[src/rtl/rxg_pkg.sv]
package rxg_pkg;
  localparam int LS_W   = 2;
  localparam int EVT_W  = 2;
  localparam int VB_W   = 2;
  localparam int NDET   = 5;
  localparam int BODY_W = LS_W + VB_W + EVT_W + 1;
  localparam int BYTE_W = BODY_W + 1;

  localparam int DET_BV = 0;
  localparam int DET_VV = 1;
  localparam int DET_SV = 2;
  localparam int DET_SE = 3;
  localparam int DET_ID = 4;

  localparam logic [NDET-1:0] CMD_EDGE_MASK = {NDET{1'b1}} ^ (NDET'(1) << DET_BV);
  localparam logic [NDET-1:0] ID_GATE_MASK  = {NDET{1'b1}} ^ (NDET'(1) << DET_ID);

  typedef enum logic [VB_W-1:0] {
    VB_LOW   = 2'b00,
    VB_MID   = 2'b01,
    VB_SESS  = 2'b10,
    VB_VALID = 2'b11
  } vbus_lvl_e;

  function automatic vbus_lvl_e vbus_level(input logic [NDET-1:0] d);
    if (d[DET_VV])      return VB_VALID;
    else if (d[DET_SV]) return VB_SESS;
    else if (d[DET_SE]) return VB_LOW;
    else                return VB_MID;
  endfunction

  function automatic logic [BODY_W-1:0] pack_body(
    input logic [LS_W-1:0]  ls,
    input logic [EVT_W-1:0] evt,
    input logic [NDET-1:0]  d,
    input logic             id_bit
  );
    return {id_bit, evt, vbus_level(d), ls};
  endfunction
endpackage

[src/rtl/rxg_sampler.sv]
module rxg_sampler (
  input  logic                        clk,
  input  logic                        rst_n,
  input  logic [rxg_pkg::LS_W-1:0]    ls,
  input  logic [rxg_pkg::EVT_W-1:0]   evt,
  input  logic [rxg_pkg::NDET-1:0]    det,
  input  logic                        id_pullup,
  output logic                        boot,
  output logic                        ls_chg,
  output logic                        evt_chg,
  output logic [rxg_pkg::NDET-1:0]    rise,
  output logic [rxg_pkg::NDET-1:0]    fall,
  output logic [rxg_pkg::BODY_W-1:0]  body_new,
  output logic [rxg_pkg::NDET-1:0]    det_live
);
  import rxg_pkg::*;

  logic [LS_W-1:0]  ls_q;
  logic [EVT_W-1:0] evt_q;
  logic [NDET-1:0]  det_q;
  logic             id_rep_q;
  logic             boot_q;
  logic [NDET-1:0]  gate;
  logic             id_now;

  always_ff @(posedge clk) begin
    if (!rst_n) begin
      ls_q     <= '0;
      evt_q    <= '0;
      det_q    <= '0;
      id_rep_q <= 1'b0;
      boot_q   <= 1'b1;
    end else begin
      ls_q   <= ls;
      evt_q  <= evt;
      det_q  <= det;
      boot_q <= 1'b0;
      if (id_pullup) id_rep_q <= det[DET_ID];
    end
  end

  // the ID lane only counts while the pull-up is on
  assign gate     = id_pullup ? {NDET{1'b1}} : ID_GATE_MASK;
  assign boot     = boot_q;
  assign ls_chg   = !boot_q && (ls != ls_q);
  assign evt_chg  = !boot_q && (evt != evt_q);
  assign rise     = boot_q ? '0 : (det & ~det_q & gate);
  assign fall     = boot_q ? '0 : (~det & det_q & gate);
  assign id_now   = id_pullup ? det[DET_ID] : id_rep_q;
  assign body_new = pack_body(ls, evt, det, id_now);
  assign det_live = det_q;
endmodule

[src/rtl/rxg_irq_latch.sv]
module rxg_irq_latch #(
  parameter int N = 5
) (
  input  logic         clk,
  input  logic         rst_n,
  input  logic [N-1:0] set_vec,
  input  logic         clr_stb,
  input  logic [N-1:0] clr_mask,
  output logic [N-1:0] flags
);
  for (genvar i = 0; i < N; i++) begin : g_bit
    always_ff @(posedge clk) begin
      if (!rst_n)                      flags[i] <= 1'b0;
      else if (set_vec[i])             flags[i] <= 1'b1;
      else if (clr_stb && clr_mask[i]) flags[i] <= 1'b0;
    end
  end
endmodule

[src/rtl/rxg_cmd_slot.sv]
module rxg_cmd_slot #(
  parameter int BODY_W = 7
) (
  input  logic              clk,
  input  logic              rst_n,
  input  logic              trig,
  input  logic [BODY_W-1:0] body_new,
  input  logic              alt_new,
  input  logic              grant,
  output logic              valid,
  output logic [BODY_W:0]   cmd
);
  logic              valid_q;
  logic              alt_q;
  logic [BODY_W-1:0] body_q;
  logic              taken;

  assign taken = valid_q && grant;

  always_ff @(posedge clk) begin
    if (!rst_n) begin
      valid_q <= 1'b0;
      alt_q   <= 1'b0;
      body_q  <= '0;
    end else if (trig) begin
      valid_q <= 1'b1;
      body_q  <= body_new;
      // an unsent alternate flag survives the overwrite
      alt_q   <= alt_new | (alt_q && !taken);
    end else if (taken) begin
      valid_q <= 1'b0;
      alt_q   <= 1'b0;
    end
  end

  assign valid = valid_q;
  assign cmd   = {alt_q, body_q};
endmodule

[src/rtl/rxcmd_status_gen.sv]
module rxcmd_status_gen (
  input  logic                        clk,
  input  logic                        rst_n,
  input  logic [rxg_pkg::LS_W-1:0]    line_state,
  input  logic [rxg_pkg::EVT_W-1:0]   rx_event,
  input  logic [rxg_pkg::NDET-1:0]    det_in,
  input  logic                        id_pullup,
  input  logic [rxg_pkg::NDET-1:0]    rise_en,
  input  logic [rxg_pkg::NDET-1:0]    fall_en,
  input  logic                        clr_stb,
  input  logic [rxg_pkg::NDET-1:0]    clr_mask,
  input  logic                        cmd_grant,
  output logic                        cmd_valid,
  output logic [rxg_pkg::BYTE_W-1:0]  cmd_byte,
  output logic [rxg_pkg::NDET-1:0]    irq_latch,
  output logic [rxg_pkg::NDET-1:0]    status_live
);
  import rxg_pkg::*;

  logic              boot_w;
  logic              ls_chg_w;
  logic              evt_chg_w;
  logic [NDET-1:0]   rise_w;
  logic [NDET-1:0]   fall_w;
  logic [BODY_W-1:0] body_w;
  logic [NDET-1:0]   set_w;
  logic [NDET-1:0]   req_edge_w;
  logic              alt_w;
  logic              trig_w;

  rxg_sampler u_samp (
    .clk       (clk),
    .rst_n     (rst_n),
    .ls        (line_state),
    .evt       (rx_event),
    .det       (det_in),
    .id_pullup (id_pullup),
    .boot      (boot_w),
    .ls_chg    (ls_chg_w),
    .evt_chg   (evt_chg_w),
    .rise      (rise_w),
    .fall      (fall_w),
    .body_new  (body_w),
    .det_live  (status_live)
  );

  assign set_w      = (rise_w & rise_en) | (fall_w & fall_en);
  assign req_edge_w = set_w & CMD_EDGE_MASK;
  assign alt_w      = fall_w[DET_BV] && fall_en[DET_BV];
  assign trig_w     = boot_w || ls_chg_w || evt_chg_w || (|req_edge_w) || alt_w;

  rxg_irq_latch #(.N(NDET)) u_latch (
    .clk      (clk),
    .rst_n    (rst_n),
    .set_vec  (set_w),
    .clr_stb  (clr_stb),
    .clr_mask (clr_mask),
    .flags    (irq_latch)
  );

  rxg_cmd_slot #(.BODY_W(BODY_W)) u_slot (
    .clk      (clk),
    .rst_n    (rst_n),
    .trig     (trig_w),
    .body_new (body_w),
    .alt_new  (alt_w),
    .grant    (cmd_grant),
    .valid    (cmd_valid),
    .cmd      (cmd_byte)
  );
endmodule

[config.mk]
export PLATFORM = sky130hd
export DESIGN_NAME = rxcmd_status_gen
export DESIGN_NICKNAME = d
export VERILOG_FILES = /design/src/rtl/rxg_pkg.sv /design/src/rtl/rxg_sampler.sv /design/src/rtl/rxg_irq_latch.sv /design/src/rtl/rxg_cmd_slot.sv /design/src/rtl/rxcmd_status_gen.sv
export SDC_FILE = /design/constraint.sdc
export NUM_CORES = 1
export LEC_CHECK = 0
export BUFFER_PORTS_ARGS = -buffer_cell sky130_fd_sc_hd__buf_4
export CORE_ASPECT_RATIO = 1.4
export CORE_MARGIN = 3
export CORE_UTILIZATION = 45
export DETAILED_ROUTE_END_ITERATION = 8
export GPL_TIMING_DRIVEN = 0
export PLACE_DENSITY_LB_ADDON = 0.25
export SLEW_MARGIN = 20
export SYNTH_ARGS = -nofsm -noshare
export SYNTH_HDL_FRONTEND = slang
export SYNTH_HIERARCHICAL = 1
export SYNTH_SLANG_ARGS = --single-unit
export TNS_END_PERCENT = 30
[constraint.sdc]
create_clock -name clk -period 2.1 [get_ports clk]
set_input_delay 0.42 -clock clk [delete_from_list [all_inputs] [get_ports clk]]
set_output_delay 0.42 -clock clk [all_outputs]
set_load 0.01 [all_outputs]
Word level (Yosys, flattened, before mapping)
Index checks and enable logic that the tools add are counted.
{"block": "word_totals", "register_bits": 25, "romBits": 0, "word_cells": 69, "input_bits": 29, "latch_bits": 0, "ramBits": 0, "out_inout_bits": 19, "mem_count": 0}
{"block": "classes", "n_bitwise": 10, "n_mux": 21, "n_addsub": 0, "shift": 0, "n_lt_le_gt_ge": 0, "multipliers": 0, "eq_ne": 2, "div": 0, "reduce_logical": 23}
{"operator": "5-bit bitwise AND", "n": 6}
{"operator": "1-bit 2-to-1 mux", "n": 16}
{"operator": "5-bit 2-to-1 mux", "n": 3}
{"operator": "2-bit nonzero test", "n": 6}
{"operator": "1-bit logical AND", "n": 10}
{"operator": "5-bit inverter", "n": 2}
{"operator": "5-bit OR", "n": 1}
{"operator": "1-bit logical OR", "n": 4}
{"operator": "2-bit 2-to-1 mux", "n": 2}
{"operator": "2-bit != test", "n": 2}
{"operator": "4-bit OR reduction", "n": 1}
{"operator": "1-bit zero test", "n": 2}
{"operator": "1-bit OR", "n": 1}

Longest topological paths before layout
{"block": "logic_depth", "word_depth": 10, "ltp_mapped": 8, "ltp_nobuf": 6}

Cells and area by module
Netlist, hierarchy kept.
{"module": "rxg_sampler", "seq_area_each_um2": 220.2, "cells_per_inst": 48, "area_per_inst_um2": 489.2, "instances": 1}
{"module": "rxg_cmd_slot", "seq_area_each_um2": 180.2, "cells_per_inst": 30, "area_per_inst_um2": 345.3, "instances": 1}
{"module": "rxg_irq_latch", "seq_area_each_um2": 100.1, "cells_per_inst": 20, "area_per_inst_um2": 175.2, "instances": 1}
{"module": "rxcmd_status_gen", "seq_area_each_um2": 0.0, "cells_per_inst": 9, "area_per_inst_um2": 65.1, "instances": 1}

Worst setup path before layout
OpenSTA, ideal clock, no wires.
{"block": "synth_path", "path_type": "register to register", "startpoint": "register u_samp.boot_q, in the netlist u_samp/boot", "endpoint": "register u_slot.alt_q", "setup_slack_ps": 368, "setup_ps": 115, "path_buffers": 2, "arrival_ps": 1617, "period_less_slack_ps": 1732, "path_stages_with_launch": 9, "path_cell_list": "dfxtp_1 > buf_2 > nor3b_1 > a22o_1 > nor4_1 > nand2_1 > buf_6 > and3_1 > a31o_1"}
{"block": "synth_via", "elab_chain_cells": 7, "elab_cells_between_ends": 17, "classes_between": "mux: 3; bitwise: 4; reduce/logical: 10"}
{"element": "from (decl)", "line_no": "rxg_sampler.sv:22", "text": "logic boot_q;"}
{"element": "from (signal assigned)", "line_no": "rxg_sampler.sv:32", "text": "boot_q <= 1'b1;"}
{"element": "from (signal assigned)", "line_no": "rxg_sampler.sv:37", "text": "boot_q <= 1'b0;"}
{"element": "5-bit 2-to-1 mux *", "line_no": "rxg_sampler.sv:47", "text": "assign rise = boot_q ? '0 : (det & ~det_q & gate);"}
{"element": "via rise_w[1]", "line_no": "rxcmd_status_gen.sv:23", "text": "logic [NDET-1:0] rise_w;"}
{"element": "5-bit bitwise AND *", "line_no": "rxcmd_status_gen.sv:47", "text": "assign set_w = (rise_w & rise_en) | (fall_w & fall_en);"}
{"element": "5-bit OR *", "line_no": "rxcmd_status_gen.sv:47"}
{"element": "via set_w[1]", "line_no": "rxcmd_status_gen.sv:26", "text": "logic [NDET-1:0] set_w;"}
{"element": "4-bit OR reduction *", "line_no": "rxcmd_status_gen.sv:50", "text": "assign trig_w = boot_w || ls_chg_w || evt_chg_w || (|req_edge_w) || alt_w;"}
{"element": "1-bit logical OR * (2 in series)", "line_no": "rxcmd_status_gen.sv:50"}
{"element": "via trig_w", "line_no": "rxcmd_status_gen.sv:29", "text": "logic trig_w;"}
{"element": "1-bit 2-to-1 mux / 2-bit nonzero test (equally long branches)"}
{"element": "to (signal assigned)", "line_no": "rxg_cmd_slot.sv:29", "text": "alt_q <= alt_new | (alt_q && !taken);"}
{"element": "to (decl)", "line_no": "rxg_cmd_slot.sv:14", "text": "logic alt_q;"}
Mark *: on every way through the listed nets, which the timed path passes. The rest lies on a longest branch.
A chain may end at the register's enable or synchronous reset.

Worst setup path after layout
Same ends and word-level chain as after synthesis.

==> metrics.yaml <==
power:
  power.density_nw_per_um2: 614.8
  p_leak_nw: 0.7173
  p_total_mw: 0.9131
  ir_drop_mv: 0.4273
finish:
  fin_nets: 188
  syn2layout_area_growth_pct: 38.18
  fin_util_pct: 66.69
  fin_cells: 180
  antenna_cells: 0
  final_layout_size_suffix_gt1_share_pct: 39.24
setup_path:
  r2r_setup_slack_ps: 180
  arrival_ps: 2150
  startpoint_type: "flop"
  required_ps: 2330
  setup.worst_path.class: "flop to flop"
  crit_path_end_kind: "flop"
  worst-r2r-cell-count: 8
  critical_path.max_fanout: 10
route:
  viasPerCell: 5.089
  first_pass_iters: 4
  drt_iter0_markers: 3
  num_vias: 916
  drt-total-wl_mm: 2.419
  drtAntennaViolNets: 0
  drc: 0
  detail_route.wl_per_cell_um: 13.44
die:
  fp.dieH_um: 63.83
  io_pins: 48
  die_w_um: 47.31
  rows: 20
  coreArea_sq_um: 2227
  dieArea_sq_um: 3019
  start_util_pct: 48.26
synth:
  ys_seq_elements: 25
  synth_area_per_cell_sq_um: 10.04
  yosysMostFrequentCell: "dfxtp_1"
  syn_inst: 107
  synth_area_leaders: "dfxtp_1 47%, mux2i_1 6.5%, and2_1 5.8%"
  synth_warnings: 6
  synth_edf_count: 0
  synth_sequential_area_ratio_pct: 46.57
  syn_area_sq_um: 1075
  synth_top_area_share_pct: 46.57
  yosys.area.top_type: "dfxtp_1"
  synth_common_cells: "25 x dfxtp_1, 10 x and2_1, 8 x nor2b_1, 8 x nor3b_1, 7 x mux2i_1"
  syn-num-nets: 136
  synth_cell_type_count: 26
  synth_top_flop_cell: "dfxtp_1"
  synthArstFlopShare_pct: 0
timing:
  tightest_slew_ps: 358.2
  rsz0062_at_grt: "no"
  hold_slack_ps: 279.5
  finalSetupViolCount: 0
  maxSlewHeadroom_pct: 76.12
  timing.fmax_ghz: 0.5201
  finClkSkew_ps: 10.56
  fin_crit_ps: 1923
  fin_crit_sh_pct: 91.57
  finalHoldViolCount: 0
  tns_ps: 0
  final_max_slew_viol_count: 0
min_path:
  hold_class: "primary input to flop"
  holdPathStages: 2
clocking:
  hold_buffers: 0
  clockBufferDepth: 2
  clk_latency_ps: 310
  cts-root-buf: "clkbuf_4"
  cts_setup_buffers: 0
  cts_sinks: 25
  clkTransAtPathRegs_ps: 140
  cts_htree_levels: 1
  numCtsBuffers: 3
  cts_tree: "done"
job:
  cap_violations: 0
grt:
  grt_antenna_before_repair: 0
  grt_usage_pct: 16.88
  grt_max_degree: 18
  grt_first_pass_wirelength_mm: 3.746
  grt_pass1_vias: 872
  overflow: 0
run_status:
  status: "completed"
placed_design:
  gp_congestion: 0.7417
  place_inst: 176
  hpwl_mm: 1.898
  io_buffers: 47
==> metal layers <==
metal / global-route usage (%) / part of all wire, %
met5: 0 / 0
met4: 6.228 / 0.74
met1: 18.63 / 39
met2: 29.87 / 54
met3: 3.099 / 6.6
==> placed cells by master (no fill, tap or decap), types with 2 or more instances in the layout <==
| cell type | count |
|---|---|
| nor4bb_1 | 2 |
| nor2b_1 | 8 |
| and2_1 | 10 |
| nand2_1 | 2 |
| xnor2_1 | 4 |
| clkbuf_4 | 4 |
| a22o_1 | 4 |
| a21oi_1 | 2 |
| inv_1 | 6 |
| o21ai_1 | 5 |
| dfxtp_1 | 25 |
| nor3b_1 | 8 |
| mux2i_1 | 7 |
| buf_4 | 53 |
| a31oi_1 | 5 |
| nor4_1 | 2 |
==> cell families after synthesis <==
family	share of synthesized area (%)
AND/OR/NAND/NOR	21.77
flip-flops	46.57
AO/OA/AOI/OAI	12.34
buffers and inverters	8.148
multiplexers	7.916
XOR/XNOR	3.259
==> sequential cells by signal, summed over array words and instances (netlist names) <==
| register | cells |
|---|---|
| u_samp/boot | 1 |
| u_samp/det_live | 5 |
| u_slot/body_q | 7 |
| u_samp/ls_q | 2 |
| u_samp/id_rep_q | 1 |
| u_slot/valid | 1 |
| u_samp/evt_q | 2 |
| u_slot/alt_q | 1 |
| u_latch/flags | 5 |
==> worst paths after layout <==
kind / to / from
hold reg to reg: u_slot/alt_q / u_slot/alt_q
setup reg to reg: u_slot/alt_q / u_samp/boot
hold / removal: u_latch/flags[3] / clr_mask[3]
setup / recovery: u_slot/alt_q / u_samp/boot
==> where the power goes <==
group	internal (mW)	total (mW)	switching [mW]
clock network	0.0712	0.210	0.138
registers	0.502	0.518	0.0159
logic	0.113	0.185	0.0726
==> critical path, stage by stage (launching register included) <==
cell and delay [ps]:
dfxtp_1 390, clkbuf_4 220, nor3b_1 80, a22o_1 270, nor4_1 310, nand2_1 100, buf_6 160, and3_1 150
a31o_1 170
==> repair_timing <==
action | in CTS | in global routing
endpoints found under the hold margin | 0 | 0
endpoints found under the setup margin | 0 | 1
resized for setup | 0 | 1
==> metrics by stage <==
stage	instance area, sq um	setup slack (ps)
after floorplan	1075	367.9
after global placement	1455	147.9
after detailed placement	1455	142.8
after CTS	1483	129.7
after global routing	1485	27.66
final	1485	177.1
==> layout make-up <==
cell class	instances	area (sq um)
clock buffer	3	22.52
buffer	9	67.56
multi-input combinational	67	486.7
clock inverter	1	5.005
timing repair buffer	47	352.8
tap	22	27.53
fill	203	742.0
inverter	6	22.52
sequential	25	500.5
(Power assumes the default switching activity.)
